`src/rtl/gfm_pkg.sv`:
```
package gfm_pkg;

    localparam int unsigned GF_W  = 8;
    localparam int unsigned GF_PW = 2 * GF_W - 1;
    localparam int unsigned GF_LANES = 2;

    typedef logic [GF_W-1:0]  gf_elem_t;
    typedef logic [GF_PW-1:0] gf_wide_t;

    // Lane 0 carries the general product, lane 1 the square of op_a.
    typedef enum logic [0:0] {
        LANE_MUL = 1'b0,
        LANE_SQR = 1'b1
    } gf_lane_e;

    typedef struct packed {
        gf_elem_t prod;
        gf_elem_t sq;
    } gf_out_t;

    // Full modulus with the implied top coefficient, widened to product width.
    function automatic gf_wide_t gf_modulus(input gf_elem_t low);
        gf_wide_t m;
        m = '0;
        m[GF_W-1:0] = low;
        m[GF_W]     = 1'b1;
        return m;
    endfunction

endpackage

```
`src/rtl/gf_clmul.sv`:
```
module gf_clmul #(
    parameter int unsigned W = 8
) (
    input  logic [W-1:0]     a,
    input  logic [W-1:0]     b,
    output logic [2*W-2:0]   c
);
    localparam int unsigned PW = 2 * W - 1;

    logic [PW-1:0] part [W];

    for (genvar i = 0; i < W; i++) begin : g_part
        logic [PW-1:0] a_ext;
        assign a_ext   = {{(PW-W){1'b0}}, a};
        assign part[i] = b[i] ? (a_ext << i) : '0;
    end

    always_comb begin
        c = '0;
        for (int i = 0; i < W; i++) begin
            c = c ^ part[i];
        end
    end

endmodule

```
`src/rtl/gf_reduce.sv`:
```
module gf_reduce #(
    parameter int unsigned W = 8
) (
    input  logic [2*W-2:0]   c,
    input  logic [W-1:0]     poly,
    output logic [W-1:0]     r
);
    localparam int unsigned PW    = 2 * W - 1;
    localparam int unsigned STEPS = PW - W;

    logic [PW-1:0] fmod;
    logic [PW-1:0] stage [STEPS+1];

    assign fmod     = {{(PW-W-1){1'b0}}, 1'b1, poly};
    assign stage[0] = c;

    // Step s clears bit (PW-1-s) by adding the modulus aligned under it.
    for (genvar s = 0; s < STEPS; s++) begin : g_fold
        localparam int unsigned K  = PW - 1 - s;
        localparam int unsigned SH = K - W;
        logic [PW-1:0] term;
        assign term         = {PW{stage[s][K]}} & (fmod << SH);
        assign stage[s + 1] = stage[s] ^ term;
    end

    assign r = stage[STEPS][W-1:0];

endmodule

```
`src/rtl/gf_outreg.sv`:
```
module gf_outreg #(
    parameter int unsigned W  = 16,
    parameter bit          EN = 1'b1
) (
    input  logic         clk,
    input  logic         rst,
    input  logic [W-1:0] d,
    output logic [W-1:0] q
);
    if (EN) begin : g_reg
        always_ff @(posedge clk) begin
            if (rst) begin
                q <= '0;
            end else begin
                q <= d;
            end
        end
    end else begin : g_wire
        assign q = d;
    end

endmodule

```
`src/rtl/gf_poly_mul.sv`:
```
module gf_poly_mul
    import gfm_pkg::*;
#(
    parameter bit OUT_REG = 1'b1
) (
    input  logic             clk,
    input  logic             rst,
    input  logic [GF_W-1:0]  op_a,
    input  logic [GF_W-1:0]  op_b,
    input  logic [GF_W-1:0]  poly,
    output logic [GF_W-1:0]  prod,
    output logic [GF_W-1:0]  sq
);
    localparam int unsigned OUT_BITS = $bits(gf_out_t);

    gf_elem_t lane_x [GF_LANES];
    gf_elem_t lane_y [GF_LANES];
    gf_elem_t lane_r [GF_LANES];
    gf_wide_t lane_c [GF_LANES];

    gf_out_t  comb_out;
    gf_out_t  reg_out;

    assign lane_x[LANE_MUL] = op_a;
    assign lane_y[LANE_MUL] = op_b;
    assign lane_x[LANE_SQR] = op_a;
    assign lane_y[LANE_SQR] = op_a;

    for (genvar l = 0; l < GF_LANES; l++) begin : g_lane
        gf_clmul #(.W(GF_W)) u_clmul (
            .a (lane_x[l]),
            .b (lane_y[l]),
            .c (lane_c[l])
        );
        gf_reduce #(.W(GF_W)) u_reduce (
            .c    (lane_c[l]),
            .poly (poly),
            .r    (lane_r[l])
        );
    end

    assign comb_out.prod = lane_r[LANE_MUL];
    assign comb_out.sq   = lane_r[LANE_SQR];

    gf_outreg #(.W(OUT_BITS), .EN(OUT_REG)) u_outreg (
        .clk (clk),
        .rst (rst),
        .d   (comb_out),
        .q   (reg_out)
    );

    assign prod = reg_out.prod;
    assign sq   = reg_out.sq;

endmodule

```
`config.mk`:
```
export PLATFORM = sky130hd
export DESIGN_NAME = gf_poly_mul
export DESIGN_NICKNAME = d
export VERILOG_FILES = /design/src/rtl/gfm_pkg.sv /design/src/rtl/gf_clmul.sv /design/src/rtl/gf_reduce.sv /design/src/rtl/gf_outreg.sv /design/src/rtl/gf_poly_mul.sv
export SDC_FILE = /design/constraint.sdc
export NUM_CORES = 1
export LEC_CHECK = 0
export ABC_AREA = 1
export CAP_MARGIN = 20
export CORE_MARGIN = 3
export CORE_UTILIZATION = 59
export DETAILED_ROUTE_END_ITERATION = 10
export GPL_TIMING_DRIVEN = 0
export PLACE_DENSITY_LB_ADDON = 0.2
export SETUP_SLACK_MARGIN = 0.02
export SYNTH_ARGS = -nofsm -noshare
export SYNTH_HDL_FRONTEND = slang
export SYNTH_SLANG_ARGS = --single-unit
```
`constraint.sdc`:
```
create_clock -name clk -period 3.1 [get_ports clk]
set_clock_uncertainty 0.05 [all_clocks]
set_input_delay 0.775 -clock clk [delete_from_list [all_inputs] [get_ports clk]]
set_output_delay 0.775 -clock clk [all_outputs]
set_load 0.01 [all_outputs]
```
==> out/qor.yml <==
finish:
  final_common_cell: "nand2_1"
  synthToLayoutAreaGrowth_pct: 22.0
  antenna_cells: 0
  register_area_sq_um: 320
  top_register: "u_outreg.q"
  fin_nets: 823
  largest_reg_flops: 16
  mostFrequentLayoutCells: "nand2_1 (284), nand3_1 (112), nor2_1 (76)"
  reg.largest.list: "u_outreg.q (16)"
  drive_gt1_frac: 0.185
  multi_input_area_sq_um: 3260
  fillers: 520
worst_setup_path:
  endpoint_kind: "register"
  cp-start-kind: "primary input"
  crit_required_ns: 3.20
  crit_fanout: 6
  crit_type: "in2reg"
  arrival_ns: 3.08
clocking:
  cts_hold_buffers: 0
  clockBufferDepth: 2
  cts.reportedPaths.clkPinSlew_ns: 0.06
  clock_sinks: 16
  cts_tree: "done"
  root_buffer: "clkbuf_8"
  htree_levels: 1
  numCtsBuffers: 3
global_routing:
  global_route.peak_usage_layer: "met2"
  grt_usage: 0.283
  first_global_vias: 4182
  antenna_found_initial: 0
  grtUsageMet3: 0.0106
  grt_max_degree: 12
  met1_usage: 0.346
  use_met2: 0.530
  overflow: 0
  grt_first_pass_wirelength_um: 17700
place:
  pre_cts_slack_ns: -0.512
  routabilityCongestion: 0.882
  portBuffers: 29
  hpwl_um: 7980
yosys:
  yosysTopAreaCellShare: 0.306
  synth.distinct_cells: 29
  synth_top_cell_by_area: "nand2_1"
  avgSynthCellArea_sq_um: 5.07
  yosysWarningCount: 0
  synth-seq-cells: 16
  synth.top_cells.by_area: "nand2_1 (31%), nand3_1 (17%), dfxtp_1 (8.5%)"
  syn_nets: 770
  yosysSeqAreaShare: 0.0850
  netlist_instances: 744
  synthesis.area_sq_um: 3770
die:
  num_rows: 28
  die_w_um: 85.9
  die_area_sq_um: 7380
  start_util: 0.622
  die_y_um: 85.9
  coreArea_sq_um: 6060
  num_io_pins: 42
power_and_ir_drop:
  leakage_uw: 0.00257
  powerDensity_nw_per_um2: 426
  power_uw: 1960
  ir_drop_mv: 0.518
timing:
  rsz0062_at_grt: "yes"
  slew_headroom: 0.558
  period_share: 0.962
  setup_violations: 0
  maxSlewViolCount: 0
  fin_crit_ns: 2.98
  timing.hold.ws_ns: 0.928
  tightest_slew_ns: 0.664
  timing.final.hold_violations: 0
  setup_ws_ns: 0.119
  fmax_ghz: 0.335
routing:
  ant_nets: 0
  drc: 0
  vias: 4799
  drt_iter0_drc: 364
  routed_wl_um: 11200
  dr.pass1.iters: 7
  wl_per_cell_um: 12.8
  via_per_inst: 5.51
job:
  maxCapViolCount: 0
min_path:
  hp-class: "in2reg"
outcome:
  status: "finished clean"
## per-layer routing
| layer | share of wire | routed length [um] |
|---|---|---|
| met5 | 0 | 0 |
| met4 | 0.031 | 341 |
| met3 | 0.076 | 849 |
| met1 | 0.40 | 4510 |
| met2 | 0.49 | 5450 |
## power breakdown
| part | switching, uW | internal, uW |
|---|---|---|
| Clock | 67.6 | 113 |
| Sequential | 15.2 | 269 |
| Combinational | 907 | 587 |
## cells by family after synthesis
group,after synthesis,share of synthesized area
and+or+nand+nor,553,0.628
buffers and inverters,101,0.115
xor gates and xnor gates,62,0.150
DFF,16,0.0850
AOI/OAI and AO/OA,12,0.0222
## what timing repair did
| action | CTS | global route |
|---|---|---|
| gates resized for setup | 30 | 82 |
| pin swaps | 5 | 20 |
| setup endpoints to repair | 16 | 16 |
| cloned | 1 | 3 |
| setup buffers | 8 | 8 |
## critical path, cell delays in order
cell and delay (ns):
clkbuf_2 0.13, buf_6 0.15, buf_4 0.12, nand2_4 0.06, nand2_2 0.06, nand3_1 0.06, nand2_1 0.08, nand2_2 0.11
nand3_4 0.13, nand2_4 0.08, nor2_4 0.13, nand2_2 0.10, nand2_4 0.12, nand3_2 0.09, nand2_4 0.11, nand3_2 0.10
nand2_4 0.11, buf_2 0.16, nand2_1 0.06, nand2_1 0.07, nand2_1 0.06, inv_2 0.06, nand2_1 0.06, nand2_1 0.06
nor2_1 0.04
## path summary, 6_finish.rpt
kind              startpoint                   endpoint  slack, ns  cells after the start
hold / removal       poly[3]  u_outreg.q[11]$_SDFF_PP0_       0.93                      4
setup / recovery     op_a[7]   u_outreg.q[9]$_SDFF_PP0_       0.12                     25
## final cells by class
cell class              instances  share of cell area
flip-flops and latches         16              0.0696
clock buffers                   4              0.0120
well taps                      75              0.0204
repair buffers                 47              0.0854
inverters                      72              0.0601
multi-input cells             629               0.708
plain buffers                  28              0.0441
## Yosys cell counts, drive strengths merged
cell type    n
nand2      324
nand3      130
clkinv       1
a21o         1
xnor2       26
nand2b       1
o21ai       10
dfxtp       16
or2          1
nand3b       1
nor2        91
nand4        5
clkbuf      11
o21bai       1
buf         18
inv         71
xor2        36
## per-stage QoR
| step | area, sq um | instances | utilization | TNS (ns) |
|---|---|---|---|---|
| 3_3_place_gp | 4150 | 848 | 0.685 | -5.31 |
| 6_report | 4600 | 871 | 0.759 | 0 |
| 5_1_grt | 4600 | 871 | 0.759 | -0.221 |
| 2_1_floorplan | 3770 | 744 | - | 0 |
| 3_5_place_dp | 4150 | 848 | 0.685 | -6.49 |
| 4_1_cts | 4350 | 860 | 0.717 | 0 |
Power figures use the tool's default switching activity.
